==> src/rtl/alk_pkg.sv <==
package alk_pkg;
   typedef enum logic {
      CRIT_COUNT = 1'b0,
      CRIT_PKT   = 1'b1
   } crit_e;

   localparam int SEL_W = 4;
endpackage

==> src/rtl/alk_win_counter.sv <==
module alk_win_counter #(
   parameter int CNT_W    = 14,
   parameter int SPAN_W   = 3,
   parameter bit SATURATE = 1'b1
) (
   input  logic              clk,
   input  logic              rst_n,
   input  logic              clr,
   input  logic              frame_stb,
   input  logic              sample_stb,
   input  logic [SPAN_W-1:0] span,
   input  logic [CNT_W-1:0]  exp_cnt,
   output logic              done_o,
   output logic              match_o
);
   localparam logic [CNT_W-1:0] CNT_MAX = '1;

   logic              armed_q;
   logic [CNT_W-1:0]  cnt_q;
   logic [CNT_W-1:0]  cnt_inc;
   logic [SPAN_W-1:0] fcnt_q;
   logic [SPAN_W-1:0] span_m1;

   if (CNT_W < 2)  begin : g_bad_cnt  $error("CNT_W too small");  end
   if (SPAN_W < 1) begin : g_bad_span $error("SPAN_W too small"); end

   assign span_m1 = (span == '0) ? '0 : span - 1'b1;

   generate
      if (SATURATE) begin : g_sat
         assign cnt_inc = (cnt_q == CNT_MAX) ? cnt_q : cnt_q + 1'b1;
      end else begin : g_wrap
         assign cnt_inc = cnt_q + 1'b1;
      end
   endgenerate

   assign done_o  = armed_q & frame_stb & (fcnt_q >= span_m1);
   assign match_o = done_o & (cnt_q == exp_cnt);

   always_ff @(posedge clk or negedge rst_n) begin
      if (!rst_n) begin
         armed_q <= 1'b0;
         cnt_q   <= '0;
         fcnt_q  <= '0;
      end else if (clr) begin
         armed_q <= 1'b0;
         cnt_q   <= '0;
         fcnt_q  <= '0;
      end else if (frame_stb) begin
         if (!armed_q || done_o) begin
            armed_q <= 1'b1;
            cnt_q   <= {{(CNT_W-1){1'b0}}, sample_stb};
            fcnt_q  <= '0;
         end else begin
            fcnt_q <= fcnt_q + 1'b1;
            if (sample_stb) cnt_q <= cnt_inc;
         end
      end else if (armed_q && sample_stb) begin
         cnt_q <= cnt_inc;
      end
   end


   arm_on_frame_chk: assert property (@(posedge clk) disable iff (!rst_n)
      $rose(armed_q) |-> $past(frame_stb));
endmodule

==> src/rtl/alk_pkt_qual.sv <==
module alk_pkt_qual #(
   parameter int           ID_W     = 8,
   parameter int           LINE_W   = 11,
   parameter int           POS_W    = 12,
   parameter logic [3:0]   CTL_BASE = 4'hE,
   parameter bit           REG_OUT  = 1'b0
) (
   input  logic                     clk,
   input  logic                     rst_n,
   input  logic                     pkt_stb,
   input  logic [ID_W-1:0]          pkt_id,
   input  logic [alk_pkg::SEL_W-1:0] ctl_sel,
   input  logic [LINE_W-1:0]        line_num,
   input  logic [POS_W-1:0]         word_pos,
   input  logic [LINE_W-1:0]        exp_line,
   input  logic [POS_W-1:0]         exp_pos,
   output logic                     hit_o
);
   localparam int SEL_W = alk_pkg::SEL_W;
   localparam int HI_W  = ID_W - SEL_W;

   if (ID_W <= SEL_W) begin : g_bad_id $error("ID_W must exceed SEL_W"); end

   logic id_ok;
   logic where_ok;
   logic hit_raw;

   assign id_ok    = (pkt_id[SEL_W-1:0] == ctl_sel) &&
                     (pkt_id[ID_W-1:SEL_W] == HI_W'(CTL_BASE));
   assign where_ok = (line_num == exp_line) && (word_pos == exp_pos);
   assign hit_raw  = pkt_stb & id_ok & where_ok;

   generate
      if (REG_OUT) begin : g_reg
         logic hit_q;
         always_ff @(posedge clk or negedge rst_n) begin
            if (!rst_n) hit_q <= 1'b0;
            else        hit_q <= hit_raw;
         end
         assign hit_o = hit_q;
      end else begin : g_comb
         assign hit_o = hit_raw;
      end
   endgenerate
endmodule

==> src/rtl/alk_loss_watch.sv <==
module alk_loss_watch #(
   parameter int MISS_W = 4
) (
   input  logic              clk,
   input  logic              rst_n,
   input  logic              locked,
   input  logic              frame_stb,
   input  logic              act,
   input  logic [MISS_W-1:0] limit,
   output logic              lose_o
);
   localparam logic [MISS_W-1:0] MISS_MAX = '1;

   if (MISS_W < 1) begin : g_bad_miss $error("MISS_W too small"); end

   logic              seen_q;
   logic [MISS_W-1:0] miss_q;
   logic [MISS_W:0]   lim_eff;
   logic [MISS_W:0]   miss_next;
   logic              frame_busy;

   assign lim_eff    = (limit == '0) ? (MISS_W+1)'(1) : {1'b0, limit};
   assign miss_next  = {1'b0, miss_q} + 1'b1;
   assign frame_busy = seen_q | act;
   assign lose_o     = locked & frame_stb & ~frame_busy & (miss_next >= lim_eff);

   always_ff @(posedge clk or negedge rst_n) begin
      if (!rst_n) begin
         seen_q <= 1'b0;
         miss_q <= '0;
      end else if (!locked) begin
         seen_q <= 1'b0;
         miss_q <= '0;
      end else if (frame_stb) begin
         seen_q <= 1'b0;
         if (frame_busy)              miss_q <= '0;
         else if (miss_q != MISS_MAX) miss_q <= miss_q + 1'b1;
      end else if (act) begin
         seen_q <= 1'b1;
      end
   end


   lose_at_frame_chk: assert property (@(posedge clk) disable iff (!rst_n)
      lose_o |-> (frame_stb && locked && !act));
endmodule

==> src/rtl/audio_lock_detector.sv <==
module audio_lock_detector #(
   parameter int         ID_W      = 8,
   parameter int         LINE_W    = 11,
   parameter int         POS_W     = 12,
   parameter int         CNT_W     = 14,
   parameter int         SPAN_W    = 3,
   parameter int         MISS_W    = 4,
   parameter int         STD_W     = 3,
   parameter logic [3:0] CTL_BASE  = 4'hE,
   parameter bit         REG_PKT   = 1'b0,
   parameter bit         SATURATE  = 1'b1
) (
   input  logic                      clk,
   input  logic                      rst_n,
   input  logic                      use_pkt,
   input  logic [STD_W-1:0]          std_sel,
   input  logic                      frame_stb,
   input  logic                      sample_stb,
   input  logic [LINE_W-1:0]         line_num,
   input  logic [POS_W-1:0]          word_pos,
   input  logic                      pkt_stb,
   input  logic [ID_W-1:0]           pkt_id,
   input  logic [alk_pkg::SEL_W-1:0] ctl_sel,
   input  logic [LINE_W-1:0]         exp_line,
   input  logic [POS_W-1:0]          exp_pos,
   input  logic [CNT_W-1:0]          exp_count,
   input  logic [SPAN_W-1:0]         frame_span,
   input  logic [MISS_W-1:0]         miss_limit,
   output logic                      lock_o,
   output logic                      lock_stat,
   output logic                      demux_en
);
   import alk_pkg::*;

   if (STD_W < 1) begin : g_bad_std $error("STD_W too small"); end

   crit_e            crit;
   logic             lock_q;
   logic             win_done;
   logic             win_match;
   logic             pkt_hit;
   logic             lose;
   logic             acq;
   logic             act;
   logic             restart;
   logic             cfg_change;
   logic             prev_vld_q;
   logic             prev_mode_q;
   logic [STD_W-1:0] prev_std_q;
   logic             win_clr;

   assign crit = use_pkt ? CRIT_PKT : CRIT_COUNT;

   always_ff @(posedge clk or negedge rst_n) begin
      if (!rst_n) begin
         prev_vld_q  <= 1'b0;
         prev_mode_q <= 1'b0;
         prev_std_q  <= '0;
      end else begin
         prev_vld_q  <= 1'b1;
         prev_mode_q <= use_pkt;
         prev_std_q  <= std_sel;
      end
   end

   assign cfg_change = prev_vld_q & ((prev_mode_q != use_pkt) || (prev_std_q != std_sel));

   alk_win_counter #(
      .CNT_W   (CNT_W),
      .SPAN_W  (SPAN_W),
      .SATURATE(SATURATE)
   ) u_win (
      .clk       (clk),
      .rst_n     (rst_n),
      .clr       (win_clr),
      .frame_stb (frame_stb),
      .sample_stb(sample_stb),
      .span      (frame_span),
      .exp_cnt   (exp_count),
      .done_o    (win_done),
      .match_o   (win_match)
   );

   alk_pkt_qual #(
      .ID_W    (ID_W),
      .LINE_W  (LINE_W),
      .POS_W   (POS_W),
      .CTL_BASE(CTL_BASE),
      .REG_OUT (REG_PKT)
   ) u_qual (
      .clk     (clk),
      .rst_n   (rst_n),
      .pkt_stb (pkt_stb),
      .pkt_id  (pkt_id),
      .ctl_sel (ctl_sel),
      .line_num(line_num),
      .word_pos(word_pos),
      .exp_line(exp_line),
      .exp_pos (exp_pos),
      .hit_o   (pkt_hit)
   );

   alk_loss_watch #(
      .MISS_W(MISS_W)
   ) u_loss (
      .clk      (clk),
      .rst_n    (rst_n),
      .locked   (lock_q),
      .frame_stb(frame_stb),
      .act      (act),
      .limit    (miss_limit),
      .lose_o   (lose)
   );

   assign acq     = (crit == CRIT_PKT) ? pkt_hit : win_match;
   assign act     = (crit == CRIT_PKT) ? pkt_hit : sample_stb;
   assign restart = cfg_change | lose;
   assign win_clr = restart | lock_q | (crit == CRIT_PKT);

   always_ff @(posedge clk or negedge rst_n) begin
      if (!rst_n)                lock_q <= 1'b0;
      else if (restart)          lock_q <= 1'b0;
      else if (!lock_q && acq)   lock_q <= 1'b1;
   end

   assign lock_o    = lock_q;
   assign lock_stat = lock_q;
   assign demux_en  = lock_q;


   lock_rise_chk: assert property (@(posedge clk) disable iff (!rst_n)
      $rose(lock_q) |-> $past(acq && !restart));


   lock_fall_chk: assert property (@(posedge clk) disable iff (!rst_n)
      $fell(lock_q) |-> $past(restart));


   cfg_unlock_chk: assert property (@(posedge clk) disable iff (!rst_n)
      cfg_change |=> !lock_q);
endmodule

==> config.mk <==
export PLATFORM = sky130hd
export DESIGN_NAME = audio_lock_detector
export DESIGN_NICKNAME = d
export VERILOG_FILES = /design/src/rtl/alk_pkg.sv /design/src/rtl/alk_win_counter.sv /design/src/rtl/alk_pkt_qual.sv /design/src/rtl/alk_loss_watch.sv /design/src/rtl/audio_lock_detector.sv
export SDC_FILE = /design/constraint.sdc
export NUM_CORES = 1
export LEC_CHECK = 0
export ABC_AREA = 1
export BUFFER_PORTS_ARGS = -buffer_cell sky130_fd_sc_hd__buf_2
export CORE_UTILIZATION = 35
export DETAILED_ROUTE_END_ITERATION = 8
export SLEW_MARGIN = 15
export SYNTH_ARGS = -nofsm -noshare
export SYNTH_HDL_FRONTEND = slang
export SYNTH_SLANG_ARGS = --single-unit
==> constraint.sdc <==
create_clock -name clk -period 5.83 [get_ports clk]
set_clock_uncertainty 0.2 [all_clocks]
set_input_delay 1.166 -clock clk [delete_from_list [all_inputs] [get_ports clk]]
set_output_delay 1.166 -clock clk [all_outputs]
set_load 0.005 [all_outputs]
### Yosys cells after proc, flatten, opt, wreduce, memory -nomap -nowiden

Index checks and enable logic that the tools add are counted.

* add/subtract/negate cells: 5
* $mul: 0
* divide/modulo/power cells: 0
* order comparisons: 2
* equality and inequality tests: 13
* shift operators: 0
* multiplexer cells: 26
* bitwise operators: 14
* reductions and logical operators: 17

Operator list (count)
* $mux W14: 6
* $mux W4: 5
* $add A14 B1 Y14 const B: 1
* $eq A14 B14 Y1: 1
* $eq A14 B14 Y1 const B: 1
* $eq A12 B12 Y1: 1
* $mux W3: 4
* $eq A11 B11 Y1: 1
* $mux W1: 11
* $and A1 B1 Y1: 9
* $reduce_and A2 Y1: 3
* $reduce_bool A2 Y1: 3
* $add A4 B1 Y5 const B: 1
* $ge A5 B5 Y1: 1
* $add A4 B1 Y4 const B: 1
* $eq A4 B4 Y1: 1
* $eq A4 B4 Y1 const B: 1
* $logic_and A1 B1 Y1: 4
* $logic_not A4 Y1: 1
* $ne A4 B1 Y1 const B: 1
* $ne A4 B4 Y1 const B: 1
* $or A1 B1 Y1: 4
* $add A3 B1 Y3 const B: 1
* $ge A3 B3 Y1: 1
* 11 further kinds: 13

* flip-flop bits (word level): 29
* latch bits: 0
* RAM bits: 0
* bits in read-only memories: 0
* input bits: 88
* output and inout port bits: 3
* word-level logic and storage cells: 86
* memories: 0

### Depth between registers and ports, before layout

* depth after elaboration: 14
* depth in mapped cells: 17
* mapped depth without buffers: 17

### Cells and area by module

Synthesis repeated with hierarchy kept, for this count alone.

* cells, all modules: 484
* area, all modules: 2855.2 um^2

By module, submodules not included
* alk_win_counter: times used 1, cells an instance 242, area each 1577.8 um^2, seq. area each 450.4 um^2
* alk_pkt_qual: times used 1, cells an instance 140, area each 550.5 um^2, seq. area each 0.0 um^2
* alk_loss_watch: times used 1, cells an instance 58, area each 417.9 um^2, seq. area each 125.1 um^2
* audio_lock_detector: times used 1, cells an instance 44, area each 309.0 um^2, seq. area each 150.1 um^2

### Worst setup path before layout

Ideal clock, no wire load.

* path kind: input to register
* from: input port frame_span[0]
* to: register u_win.cnt_q[0]
* library setup time: 0.117 ns
* data arrival time: 2.887 ns
* data required time: 5.513 ns
* slack: 2.626 ns
* cell stages on the path: 17
* path buffers: 1
* cell sequence: nor2_1 -> ha_1 -> nor2_1 -> ha_1 -> inv_1 -> nand2_1 -> a21oi_1 -> nor2_1 -> o21ai_1 -> inv_1 -> nor2_2 -> inv_1 -> nor2_4 -> nand2_2 -> buf_6 -> nand3_2 -> nand2_1

* longest elaborated chain between the ends: 8
* elaborated cells between the ends (all ways): 11
* classes of those cells: add/sub: 1; order compare: 1; eq/ne: 1; mux: 4; bitwise: 1; reduce/logical: 3

Ends and longest elaborated chain
* start, declared: RTL line audio_lock_detector.sv:27 `input logic [SPAN_W-1:0] frame_span,`
* $sub A3 B1 Y3 or $logic_not A3 Y1 (tied branches): RTL line alk_win_counter.sv:27 `assign span_m1 = (span == '0) ? '0 : span - 1'b1;`
* $mux W3 *: RTL line alk_win_counter.sv:27
* $ge A3 B3 Y1 *: RTL line alk_win_counter.sv:37 `assign done_o = armed_q & frame_stb & (fcnt_q >= span_m1);`
* $and A1 B1 Y1 *: RTL line alk_win_counter.sv:37
* $logic_or A1 B1 Y1 *: RTL line alk_win_counter.sv:50 `if (!armed_q || done_o) begin`
* $mux W14: RTL line alk_win_counter.sv:50
* $mux W14: RTL line alk_win_counter.sv:49 `end else if (frame_stb) begin`
* $mux W14: RTL line alk_win_counter.sv:45 `end else if (clr) begin`
* end signal, assigned: RTL line alk_win_counter.sv:52 `cnt_q <= {{(CNT_W-1){1'b0}}, sample_stb};`
* end signal, assigned: RTL line alk_win_counter.sv:56 `if (sample_stb) cnt_q <= cnt_inc;`
* end signal, assigned: RTL line alk_win_counter.sv:59 `cnt_q <= cnt_inc;`
* end, declared: RTL line alk_win_counter.sv:19 `logic [CNT_W-1:0] cnt_q;`

Mark *: on every way between the ends. The rest lies on a longest branch, timed or not.
A chain may end at the register's enable or synchronous reset.

### Worst setup path after layout

* from: input port frame_span[0]
* to: register u_win.cnt_q[5]

Same word-level chain as after synthesis.

==> qor.csv <==
metric,value,unit
grt_pass1_wl,12500,um
io_pins,91,
antenna_found_initial,0,
synth_area_leaders,"dfrtp_1 25%, nand2_1 18%, inv_1 11%",
vias,2985,
synth.top_cell.area_share,24.8,%
die_h,93.4,um
rows,32,
clockBufferDepth,2,
p_switching,0.000144,W
hpwl,5830,um
synth_top_flop_cell,dfrtp_1,
grt_use_total,17.9,%
hold_class,register to register,
finalSetupViolCount,0,
cp.arrival,3.68,ns
grt_use_met1,23.0,%
grt_max_degree,30,
grt_overflow,0,
routed_via_density,4.58,
met2_usage,31.4,%
wire_per_inst,11.0,um
h-tree-depth,2,
dieWidth,93.4,um
rsz0062_at_grt,no,
slew_viol_final,0,
worstSetupPathType,primary input to register,
ant_nets,0,
finalHoldViolations,0,
worstPathRequired,5.85,ns
vdd.ir_drop.worst,0.0000777,V
layout_min_cycle_time,3.66,ns
tns,0,ns
grt_pass1_vias,2876,
clockPowerShare,34.3,%
design.core.area,7890,um^2
stdcell_area,3530,um^2
pwr-share-comb,22.3,%
synth_edf_count,0,
ys_seq_area_share,24.8,%
post-cts-setup-buffers,0,
endpoint_kind,register,
slew_headroom,54.0,%
placed_area,3440,um^2
grt_use_met3,2.76,%
synth.avg_cell_area,6.34,um^2
p_int,0.000333,W
crit_path_max_fanout,17,
post_cts_resized,0,
drt_iter0_drc,163,
layout_commonest_cell,nand2_1,
cap_violations,0,
gp_congestion,0.888,
fillCellCount,851,
firstDrtPassIters,4,
ys_types,36,
sequentialPowerShare,43.4,%
cts_made_buffers,5,
cts_hold_buf,0,
cts_tree,yes,
antennaDiodeCount,0,
max_freq,273,MHz
leakage,1.98,nW
clk_latency,0.28,ns
numPortBuffers,90,
busiest_layer,met2,
layout-drive-gt1-share,23.3,%
syn_area,2920,um^2
cts_sinks,29,
outcome,finished clean,
initial_core_util,37.1,%
power_density,135,nW/um^2
final_cell_mix,"143 x nand2_1, 90 x buf_2, 82 x inv_1",
wl,7180,um
worst_pin_slew,0.690,ns
switching_share,30.1,%
ys_async_sr_fraction,100,%
syn-num-nets,561,
synth_area_leader_cell,dfrtp_1,
dieArea,8720,um^2
nets,649,
clkTransAtPathRegs,0.07,ns
syn2layout_area_growth,20.7,%
period_share,62.7,%
synth_cells,461,
ys_ff_latch,29,
cts_root_buf,clkbuf_8,
drc,0,
start_kind,primary input,
yosysWarnings,0,
[metrics by stage]
stage,hold WS (ns),setup WS (ns),utilization [%],cells,total power [W]
2_1_floorplan,0.267,2.63,-,461,0.000269
3_3_place_gp,0.294,1.98,43.6,644,0.000316
3_5_place_dp,0.298,1.89,43.6,644,0.000318
4_1_cts,0.315,2.18,44.7,652,0.000484
5_1_grt,0.340,1.77,44.7,652,0.000510
6_report,0.318,2.17,44.7,652,0.000477
[cells in the mapped netlist (all sizes together) (2+ instances only)]
cell / n
nand2: 146
inv: 85
nor2: 52
nand3: 32
o21ai: 31
dfrtp: 29
xnor2: 14
xor2: 14
ha: 12
nand4: 10
a21oi: 9
buf: 7
nor3: 5
clkbuf: 2
nor4: 2
o2111ai: 2
o31ai: 2
[path summary, 6_finish.rpt]
kind                                              start                     endpoint  slack (ns)  depth (start not counted)
min                          u_win.cnt_q[1]$_DFFE_PN0P_   u_win.cnt_q[1]$_DFFE_PN0P_        0.32                          2
max                                       frame_span[0]   u_win.cnt_q[5]$_DFFE_PN0P_        2.17                         16
max reg2reg                u_loss.miss_q[0]$_DFFE_PN0P_   u_win.cnt_q[5]$_DFFE_PN0P_        2.74                         14
min in group asynchronous                         rst_n  u_win.cnt_q[12]$_DFFE_PN0P_        0.73                          1
min reg2reg                  u_win.cnt_q[1]$_DFFE_PN0P_   u_win.cnt_q[1]$_DFFE_PN0P_        0.32                          2
max in group asynchronous                         rst_n    u_win.armed_q$_DFFE_PN0P_        4.26                          1
[worst max-delay path: stages]
cell	delay, ns
buf_2	0.11
nor2_1	0.14
ha_1	0.16
nor2_1	0.04
ha_1	0.26
inv_1	0.05
nand2_1	0.04
a21oi_1	0.11
nor2_1	0.05
o21ai_1	0.10
inv_1	0.07
nor2_2	0.46
nand4_1	0.18
o21ai_2	0.51
nand2_1	0.12
nand2_1	0.08
[sequential cells by signal (all words and copies together), names as in the netlist]
name           cells
demux_en           1
u_loss.seen_q      1
prev_std_q         3
u_win.armed_q      1
u_win.fcnt_q       3
u_win.cnt_q       14
prev_vld_q         1
u_loss.miss_q      4
prev_mode_q        1
[power by group through the flow]
stage,logic (W),clock network (W),registers (W)
3_3_place_gp,0.000105,0,0.000211
6_report,0.000107,0.000164,0.000207
5_1_grt,0.000123,0.000180,0.000207
2_1_floorplan,0.0000589,0,0.000210
4_1_cts,0.000108,0.000169,0.000207
3_5_place_dp,0.000107,0,0.000211
[area by class of cell]
cell class | count | area (um^2) | area share (%)
well taps | 102 | 128 | 3.62
clock buffers | 5 | 68.8 | 1.95
inverters | 85 | 319 | 9.05
flip-flops and latches | 29 | 726 | 20.6
clock inverters | 3 | 17.5 | 0.497
multi-input cells | 338 | 1820 | 51.5
repair buffers | 90 | 450 | 12.8
[per-layer routing]
| layer | vias up | routed length (um) |
|---|---|---|
| met5 | - | 0 |
| met4 | 0 | 50 |
| met3 | 4 | 279 |
| met2 | 61 | 3450 |
| met1 | 1316 | 3400 |
| li1 | 1604 | - |
[kinds of logic (layout without fill, tap and decap cells)]
| group | count (synthesis) | in the layout | synth area share, % |
|---|---|---|---|
| AOI/OAI and AO/OA | 50 | 50 | 9.85 |
| DFF | 29 | 29 | 24.8 |
| buffers and inverters | 94 | 183 | 13.0 |
| xor gates and xnor gates | 28 | 28 | 8.39 |
| other | 1 | 1 | 0.128 |
| and+or+nand+nor | 247 | 247 | 38.7 |
| adders and majority gates | 12 | 12 | 5.14 |
(Power assumes the default switching activity.)
